===== src/rtl/lwb_pkg.sv =====
package lwb_pkg;

    localparam int unsigned LANES = 2;

    typedef logic [LANES-1:0] lane_mask_t;

    // Lanes touched by a command: both for double rate, one otherwise.
    function automatic lane_mask_t lane_select(input logic ddr, input logic lane);
        lane_mask_t m;
        if (ddr) begin
            m = '1;
        end else begin
            m = '0;
            m[lane] = 1'b1;
        end
        return m;
    endfunction

endpackage


===== src/rtl/lwb_capture.sv =====
// Holds a write command's address and lanes for one cycle, so the entry can
// be completed when the data beat arrives.
module lwb_capture
    import lwb_pkg::*;
#(
    parameter int unsigned AW = 8,
    parameter int unsigned DW = 16
) (
    input  logic                  clk,
    input  logic                  rst_n,
    input  logic                  wr_cmd_i,
    input  logic                  ddr_i,
    input  logic                  lane_i,
    input  logic [AW-1:0]         addr_i,
    input  logic [LANES*DW-1:0]   wr_data_i,
    output logic                  new_vld_o,
    output logic [AW-1:0]         new_addr_o,
    output lane_mask_t            new_mask_o,
    output logic [LANES*DW-1:0]   new_data_o
);

    typedef struct packed {
        logic        vld;
        logic [AW-1:0] addr;
        lane_mask_t  mask;
    } hold_t;

    hold_t hold_d, hold_q;

    always_comb begin
        hold_d      = hold_q;
        hold_d.vld  = wr_cmd_i;
        if (wr_cmd_i) begin
            hold_d.addr = addr_i;
            hold_d.mask = lane_select(ddr_i, lane_i);
        end
    end

    always_ff @(posedge clk) begin
        if (!rst_n) begin
            hold_q <= '0;
        end else begin
            hold_q <= hold_d;
        end
    end

    assign new_vld_o  = hold_q.vld;
    assign new_addr_o = hold_q.addr;
    assign new_mask_o = hold_q.mask;
    assign new_data_o = wr_data_i;

endmodule


===== src/rtl/lwb_stages.sv =====
// Shift queue of completed writes; the oldest entry leaves toward the array
// when a new one is pushed while the queue is full.
module lwb_stages
    import lwb_pkg::*;
#(
    parameter int unsigned AW    = 8,
    parameter int unsigned DW    = 16,
    parameter int unsigned DEPTH = 2
) (
    input  logic                               clk,
    input  logic                               rst_n,
    input  logic                               push_i,
    input  logic [AW-1:0]                      in_addr_i,
    input  lane_mask_t                         in_mask_i,
    input  logic [LANES*DW-1:0]                in_data_i,
    output logic [DEPTH-1:0]                   stg_vld_o,
    output logic [DEPTH-1:0][AW-1:0]           stg_addr_o,
    output logic [DEPTH-1:0][LANES-1:0]        stg_mask_o,
    output logic [DEPTH-1:0][LANES*DW-1:0]     stg_data_o,
    output logic                               commit_en_o,
    output logic [AW-1:0]                      commit_addr_o,
    output lane_mask_t                         commit_mask_o,
    output logic [LANES*DW-1:0]                commit_data_o
);

    localparam int unsigned OLDEST = DEPTH - 1;

    typedef struct packed {
        logic                vld;
        logic [AW-1:0]       addr;
        lane_mask_t          mask;
        logic [LANES*DW-1:0] data;
    } entry_t;

    typedef struct packed {
        entry_t [DEPTH-1:0] e;
    } queue_t;

    queue_t q_d, q_q;

    always_comb begin
        q_d = q_q;
        if (push_i) begin
            for (int i = DEPTH - 1; i > 0; i--) begin
                q_d.e[i] = q_q.e[i-1];
            end
            q_d.e[0].vld  = 1'b1;
            q_d.e[0].addr = in_addr_i;
            q_d.e[0].mask = in_mask_i;
            q_d.e[0].data = in_data_i;
        end
    end

    always_ff @(posedge clk) begin
        if (!rst_n) begin
            q_q <= '0;
        end else begin
            q_q <= q_d;
        end
    end

    for (genvar s = 0; s < DEPTH; s++) begin : g_out
        assign stg_vld_o[s]  = q_q.e[s].vld;
        assign stg_addr_o[s] = q_q.e[s].addr;
        assign stg_mask_o[s] = q_q.e[s].mask;
        assign stg_data_o[s] = q_q.e[s].data;
    end

    assign commit_en_o   = push_i && q_q.e[OLDEST].vld;
    assign commit_addr_o = q_q.e[OLDEST].addr;
    assign commit_mask_o = q_q.e[OLDEST].mask;
    assign commit_data_o = q_q.e[OLDEST].data;

endmodule


===== src/rtl/lwb_forward.sv =====
// Per-lane address compare over N candidates; index 0 is the youngest and
// wins over every higher index.
module lwb_forward
    import lwb_pkg::*;
#(
    parameter int unsigned AW = 8,
    parameter int unsigned DW = 16,
    parameter int unsigned N  = 3
) (
    input  logic [AW-1:0]                  rd_addr_i,
    input  logic [N-1:0]                   cand_vld_i,
    input  logic [N-1:0][AW-1:0]           cand_addr_i,
    input  logic [N-1:0][LANES-1:0]        cand_mask_i,
    input  logic [N-1:0][LANES*DW-1:0]     cand_data_i,
    output lane_mask_t                     hit_o,
    output logic [LANES*DW-1:0]            data_o
);

    logic [N-1:0] addr_eq;

    for (genvar c = 0; c < N; c++) begin : g_cmp
        assign addr_eq[c] = cand_vld_i[c] && (cand_addr_i[c] == rd_addr_i);
    end

    for (genvar l = 0; l < LANES; l++) begin : g_lane
        logic          lane_hit;
        logic [DW-1:0] lane_data;

        always_comb begin
            lane_hit  = 1'b0;
            lane_data = '0;
            for (int i = N - 1; i >= 0; i--) begin
                if (addr_eq[i] && cand_mask_i[i][l]) begin
                    lane_hit  = 1'b1;
                    lane_data = cand_data_i[i][l*DW +: DW];
                end
            end
        end

        assign hit_o[l]              = lane_hit;
        assign data_o[l*DW +: DW]    = lane_data;
    end

endmodule


===== src/rtl/late_write_buffer.sv =====
module late_write_buffer
    import lwb_pkg::*;
#(
    parameter int unsigned ADDR_W = 8,
    parameter int unsigned LANE_W = 16,
    parameter int unsigned DEPTH  = 2
) (
    input  logic                    clk,
    input  logic                    rst_n,
    input  logic                    cmd_valid,
    input  logic                    cmd_write,
    input  logic                    cmd_ddr,
    input  logic                    cmd_lane,
    input  logic [ADDR_W-1:0]       cmd_addr,
    input  logic [2*LANE_W-1:0]     wr_data,
    output logic                    arr_rd_en,
    output logic [ADDR_W-1:0]       arr_rd_addr,
    input  logic [2*LANE_W-1:0]     arr_rd_data,
    output logic                    arr_wr_en,
    output logic [ADDR_W-1:0]       arr_wr_addr,
    output logic [1:0]              arr_wr_mask,
    output logic [2*LANE_W-1:0]     arr_wr_data,
    output logic                    rd_valid,
    output logic [1:0]              rd_lanes,
    output logic [2*LANE_W-1:0]     rd_data
);

    localparam int unsigned PAIR_W = LANES * LANE_W;
    localparam int unsigned NCAND  = DEPTH + 1;

    // Incoming write (data beat on the bus this cycle)
    logic                 new_vld;
    logic [ADDR_W-1:0]    new_addr;
    lane_mask_t           new_mask;
    logic [PAIR_W-1:0]    new_data;

    lwb_capture #(.AW(ADDR_W), .DW(LANE_W)) u_capture (
        .clk        (clk),
        .rst_n      (rst_n),
        .wr_cmd_i   (cmd_valid && cmd_write),
        .ddr_i      (cmd_ddr),
        .lane_i     (cmd_lane),
        .addr_i     (cmd_addr),
        .wr_data_i  (wr_data),
        .new_vld_o  (new_vld),
        .new_addr_o (new_addr),
        .new_mask_o (new_mask),
        .new_data_o (new_data)
    );

    // Queued writes
    logic [DEPTH-1:0]                 stg_vld;
    logic [DEPTH-1:0][ADDR_W-1:0]     stg_addr;
    logic [DEPTH-1:0][LANES-1:0]      stg_mask;
    logic [DEPTH-1:0][PAIR_W-1:0]     stg_data;
    lane_mask_t                       commit_mask;

    lwb_stages #(.AW(ADDR_W), .DW(LANE_W), .DEPTH(DEPTH)) u_stages (
        .clk           (clk),
        .rst_n         (rst_n),
        .push_i        (new_vld),
        .in_addr_i     (new_addr),
        .in_mask_i     (new_mask),
        .in_data_i     (new_data),
        .stg_vld_o     (stg_vld),
        .stg_addr_o    (stg_addr),
        .stg_mask_o    (stg_mask),
        .stg_data_o    (stg_data),
        .commit_en_o   (arr_wr_en),
        .commit_addr_o (arr_wr_addr),
        .commit_mask_o (commit_mask),
        .commit_data_o (arr_wr_data)
    );

    assign arr_wr_mask = commit_mask;

    // Candidate list, youngest first
    logic [NCAND-1:0]                 cand_vld;
    logic [NCAND-1:0][ADDR_W-1:0]     cand_addr;
    logic [NCAND-1:0][LANES-1:0]      cand_mask;
    logic [NCAND-1:0][PAIR_W-1:0]     cand_data;

    assign cand_vld[0]  = new_vld;
    assign cand_addr[0] = new_addr;
    assign cand_mask[0] = new_mask;
    assign cand_data[0] = new_data;

    for (genvar s = 0; s < DEPTH; s++) begin : g_cand
        assign cand_vld[s+1]  = stg_vld[s];
        assign cand_addr[s+1] = stg_addr[s];
        assign cand_mask[s+1] = stg_mask[s];
        assign cand_data[s+1] = stg_data[s];
    end

    lane_mask_t          fwd_hit;
    logic [PAIR_W-1:0]   fwd_data;

    lwb_forward #(.AW(ADDR_W), .DW(LANE_W), .N(NCAND)) u_forward (
        .rd_addr_i   (cmd_addr),
        .cand_vld_i  (cand_vld),
        .cand_addr_i (cand_addr),
        .cand_mask_i (cand_mask),
        .cand_data_i (cand_data),
        .hit_o       (fwd_hit),
        .data_o      (fwd_data)
    );

    // Read return register, aligned with the array's one-cycle latency
    typedef struct packed {
        logic              vld;
        lane_mask_t        lanes;
        lane_mask_t        hit;
        logic [PAIR_W-1:0] fwd;
    } rd_state_t;

    rd_state_t rd_d, rd_q;
    logic      rd_cmd;

    assign rd_cmd      = cmd_valid && !cmd_write;
    assign arr_rd_en   = rd_cmd;
    assign arr_rd_addr = cmd_addr;

    always_comb begin
        rd_d     = rd_q;
        rd_d.vld = rd_cmd;
        if (rd_cmd) begin
            rd_d.lanes = lane_select(cmd_ddr, cmd_lane);
            rd_d.hit   = fwd_hit;
            rd_d.fwd   = fwd_data;
        end
    end

    always_ff @(posedge clk) begin
        if (!rst_n) begin
            rd_q <= '0;
        end else begin
            rd_q <= rd_d;
        end
    end

    for (genvar l = 0; l < LANES; l++) begin : g_rd
        assign rd_data[l*LANE_W +: LANE_W] = rd_q.hit[l] ? rd_q.fwd[l*LANE_W +: LANE_W]
                                                         : arr_rd_data[l*LANE_W +: LANE_W];
    end

    assign rd_valid = rd_q.vld;
    assign rd_lanes = rd_q.lanes;

endmodule


===== config.mk =====
export PLATFORM = sky130hd
export DESIGN_NAME = late_write_buffer
export DESIGN_NICKNAME = d
export VERILOG_FILES = /design/src/rtl/lwb_pkg.sv /design/src/rtl/lwb_capture.sv /design/src/rtl/lwb_stages.sv /design/src/rtl/lwb_forward.sv /design/src/rtl/late_write_buffer.sv
export SDC_FILE = /design/constraint.sdc
export NUM_CORES = 1
export LEC_CHECK = 0
export BUFFER_PORTS_ARGS = -buffer_cell sky130_fd_sc_hd__buf_2
export CAP_MARGIN = 5
export CORE_UTILIZATION = 38
export CTS_CLUSTER_SIZE = 14
export DETAILED_ROUTE_END_ITERATION = 10
export SYNTH_ARGS = -nofsm -noshare
export SYNTH_HDL_FRONTEND = slang
export SYNTH_SLANG_ARGS = --single-unit

===== constraint.sdc =====
create_clock -name clk -period 4.5 [get_ports clk]
set_input_delay 0.9 -clock clk [delete_from_list [all_inputs] [get_ports clk]]
set_output_delay 0.9 -clock clk [all_outputs]
set_load 0.005 [all_outputs]

# Yosys cells after proc, flatten, opt, wreduce, memory -nomap -nowiden
# Index checks and enable logic that the tools add are counted.
[word_totals]
register_bits = 134
latch_bits = 0
mem_bits_rw = 0
mem_bits_ro = 0
inputBits = 78
output_inout_bits = 87
wordCells = 51
mem_count = 0
[classes]
addsub = 0
mul = 0
div_mod_pow = 0
n_lt_le_gt_ge = 2
n_eq_ne = 3
shift = 0
mux = 17
bitwise_logic = 0
n_reduce_logical = 14
[op_table]
columns = ["cell", "n"]
rows = [
  ["$mux 16", 8],
  ["$eq 8x8->1", 3],
  ["$logic_and 1x1->1", 13],
  ["$mux 1", 7],
  ["$lt 1x2->1 const B", 1],
  ["$mux 2", 1],
  ["$demux 1 s1", 1],
  ["$ge 1x1->1 const B", 1],
  ["$logic_not 1->1", 1],
]

# Logic depth before layout (Yosys ltp)
[logic_depth]
ltp_word = 6
depth_mapped = 8
ltp_nobuf = 6

# Hierarchy
# A second synthesis with hierarchy kept.
[unflattened]
cells_unflattened = 820
area_unflattened_um2 = 7599.8
[modules_own_cells]
columns = ["mod", "instances", "cells_each", "area_per_inst_um2", "seq_area_each_um2"]
rows = [
  ["lwb_stages", 1, 319, 3583.4, 1721.7],
  ["late_write_buffer", 1, 206, 1914.3, 740.7],
  ["lwb_forward", 1, 227, 1460.2, 0.0],
  ["lwb_capture", 1, 68, 641.9, 220.2],
]

# Worst setup path before layout
# OpenSTA, ideal clock, no wires.
[synth_path]
path_type = "input to register"
start = "in cmd_addr[4]"
end = "reg rd_q[6] in the netlist's numbering"
setup_time_ps = 121
arrival_time_ps = 2261
required_time_ps = 4379
setup_slack_ps = 2117
stages = 7
path_buffers = 1
cell_sequence = "xnor2_1 > nand3_2 > nor4_4 > nor3_2 > buf_6 > a221oi_1 > o21ai_1"
[synth_between]
elab_chain_len = 6
word_cells_on_any_way = 12
cone_classes = "3 x eq/ne; 3 x mux; 6 x reduce/logical"
[synth_rtl]
columns = ["item", "line", "rtl"]
rows = [
  ["start: declaration", "late_write_buffer.sv:14", "input logic [ADDR_W-1:0] cmd_addr,"],
  ["$eq 8x8->1", "lwb_forward.sv:22", "assign addr_eq[c] = cand_vld_i[c] && (cand_addr_i[c] == rd_addr_i);"],
  ["$logic_and 1x1->1", "lwb_forward.sv:22", ""],
  ["$logic_and 1x1->1", "lwb_forward.sv:33", "if (addr_eq[i] && cand_mask_i[i][l]) begin"],
  ["$mux 16 (2 in series)", "lwb_forward.sv:33", ""],
  ["$mux 16 *", "lwb_forward.sv:33", ""],
  ["end signal: assignment", "late_write_buffer.sv:137", "rd_q <= rd_d;"],
  ["end: declaration", "late_write_buffer.sv:116", "rd_state_t rd_d, rd_q;"],
]
# Every way passes the cells marked *; elsewhere a longest branch is shown, timed or not.
# A chain may end at the register's enable or synchronous reset.

# Final worst setup path
[layout_path]
start = "reg rd_q[33] in the netlist's numbering"
end = "out rd_data[31]"
[layout_between]
elab_chain_len = 1
[layout_rtl]
columns = ["item", "line", "rtl"]
rows = [
  ["$mux 16", "late_write_buffer.sv:142", "assign rd_data[l*LANE_W +: LANE_W] = rd_q.hit[l] ? rd_q.fwd[l*LANE_W +: LANE_W]"],
  ["end: declaration", "late_write_buffer.sv:25", "output logic [2*LANE_W-1:0] rd_data"],
]
# Every way passes these cells.

==> qor.csv <==
metric,value,unit
status,finished clean,
Chip Width,131.2,um
Die H,131.2,um
Slew @ Worst Pin,0.8861,ns
Initial Util,39.47,%
Routed Antenna Nets,0,
max cap viols,0,
share of cells above drive strength 1,30.30,%
Worst slew margin,40.49,%
fin cells,1018,
final instance area,7487,sq um
Critical Path Sink Type,output port,
setup TNS,0,ns
Cells after Synth,694,
largest net degree at the start of global routing,53,
yosys warns,0,
hold depth,2,
Via-to-Cell Ratio,4.886,
"Period Utilization, post-route",59.97,%
Hold Buf Count CTS,0,
GRT Total Usage,18.55,%
die area,17200,sq um
Core Rows,46,
Final Core Density,46.63,%
Final Hold Violating Endpoints,0,
path type of the worst setup path,flip-flop to output port,
reg2reg path depth,5,
CTS tree,built,
library cells used by synthesis,42,
Avg Inst Size Synth,9.133,sq um
gr ovfl total,0,
Netlist Area Pre-Place,6339,sq um
worst vdd ir,0.2391,mV
Floorplan Core Area,16060,sq um
Final setup viols,0,
TritonCTS Buffers,17,
placed insts,989,
via count,4974,
Crit path required time,3.60,ns
synthesis-stage register bit count,134,
Yosys top cell by area,dfxtp_1,
Final Critical Period,2.699,ns
Pre-antenna DRT Iters,4,
Layout area overhead,18.12,%
synth top area cells,"dfxtp_1 (42%), mux2i_1 (13%), buf_4 (6.4%)",
startpoint types,flip-flop,
Post-CTS Setup Bufs,0,
HP Start,rd_q[11],
Total Wirelength,15450,um
first-pass GRT wire length,25350,um
diode count,0,
H-tree levels,4,
clock slew at reported path FFs,0.05,ns
worst reg2reg startpoint,u_capture.new_vld_o,
Synth Net Count,772,
Post-CTS Resized,0,
average wire per cell in the routed design,15.18,um
CTS max path bufs,2,
Leak,0.002929,uW
initial antenna violation count,0,
Root Driver,clkbuf_16,
Setup Skew,0.007351,ns
Final Slew Violations,0,
Worst Path Arrival,1.80,ns
Synth top area share,42.32,%
Ports,165,
drt first-iter violations,277,
worst skew pair latency,0.41,ns
placed cell area,6940,sq um
GPL Wtd Cong,0.7314,
post-synthesis sequential area ratio,42.32,%
RSZ-0062 raised after global routing,false,
number of buffers added on ports,164,
type of the worst min-delay path,flip-flop to flip-flop,
critical path launch point,rd_q[33],
Pwr Density,366.8,nW/um^2
Worst Path Max Fanout,17,
Sink Count,134,
fmax,0.3706,GHz
DRC Markers,0,
Fin Hold WS,0.4441,ns
HPWL after detailed placement,10370,um
Nets,870,
vias in the first global route,4865,
==> power breakdown <==
group          switching, uW  internal, uW
logic                    100          96.1
registers               26.2          1210
clock network            483           833
==> final timing paths <==
path	to	slack, ns
max	rd_data[31]	1.80
min	rd_q[11]	0.44
max reg2reg	rd_q[18]	1.97
min reg2reg	rd_q[11]	0.44
==> cells by family (layout without fill, tap and decap cells) <==
| kind of cell | count (synthesis) | after routing | synth area share, % |
|---|---|---|---|
| compound gates | 105 | 105 | 10.80 |
| xor+xnor | 24 | 24 | 3.316 |
| buf+inv | 102 | 210 | 9.514 |
| flops | 134 | 134 | 42.32 |
| mux | 116 | 116 | 18.95 |
| simple gates | 213 | 213 | 15.10 |
==> layer usage <==
metal | GRT usage [%] | wire length, um
met1 | 23.84 | 7336
met2 | 30.20 | 7277
met3 | 4.861 | 683
met5 | 0 | 0
met4 | 5.686 | 151
==> synthesized netlist by cell type (all sizes together) <==
library cell	count
a211o	1
a221oi	16
nand3	8
or3	2
a211oi	4
o21ai	47
buf	72
and2	2
o211a	7
nand3b	8
nand4	4
a311o	8
o31ai	1
mux2i	84
or2	1
nor4	4
dfxtp	134
clkinv	1
mux2	32
nor3	4
clkbuf	25
a21oi	20
nand2b	3
xnor2	16
a31oi	1
inv	4
nand2	71
nor2	104
xor2	8
nor2b	2
==> state kept, by name, indices dropped and copies added, names as in the netlist <==
signal and count:
rd_q 34, u_stages.commit_data_o 32, u_stages.stg_data_o 32, u_capture.new_addr_o 8, u_stages.commit_addr_o 8, u_stages.stg_addr_o 8, rd_lanes 2, u_capture.new_mask_o 2
u_stages.commit_mask_o 2, u_stages.stg_mask_o 2, u_stages.stg_vld_o 2, rd_valid 1, u_capture.new_vld_o 1
==> critical path: stages (launching register included) <==
cell and delay, ns:
dfxtp_1 0.83, mux2_2 0.43, buf_2 0.13
==> cell usage in the layout (no fill, tap or decap), types with 2 or more instances in the layout <==
cell type / count
buf_2: 164
dfxtp_1: 133
nor2_1: 104
mux2i_1: 84
nand2_1: 71
o21ai_0: 37
mux2_2: 32
a21oi_1: 20
clkbuf_16: 17
xnor2_1: 16
a221oi_1: 15
buf_4: 12
o21ai_1: 10
xor2_1: 8
nand3b_1: 8
a311o_1: 8
o211a_1: 7
nand3_1: 7
clkbuf_1: 5
clkinv_2: 4
a211oi_1: 4
nand4_1: 4
nand2b_1: 3
inv_1: 3
and2_1: 2
nor2b_1: 2
nor4_4: 2
nor3_2: 2
bufinv_16: 2
clkbuf_8: 2
==> per-stage QoR <==
| step | power [uW] | worst slack (ns) |
|---|---|---|
| global route | 2853 | 1.659 |
| finish | 2746 | 1.801 |
| global placement | 1456 | 1.487 |
| floorplan | 1373 | 2.117 |
| CTS | 2781 | 1.699 |
| detailed placement | 1458 | 1.437 |
==> area by class of cell <==
type                    count  area [sq um]
clock buffers              24         471.7
well taps                 216         270.3
inverters                   5         20.02
repair buffers            176         910.9
multi-input cells         458          3053
clock inverters             5         75.07
flip-flops and latches    134          2686
fillers                  1616          8571
Note: power is estimated with default switching activity, not from simulation.
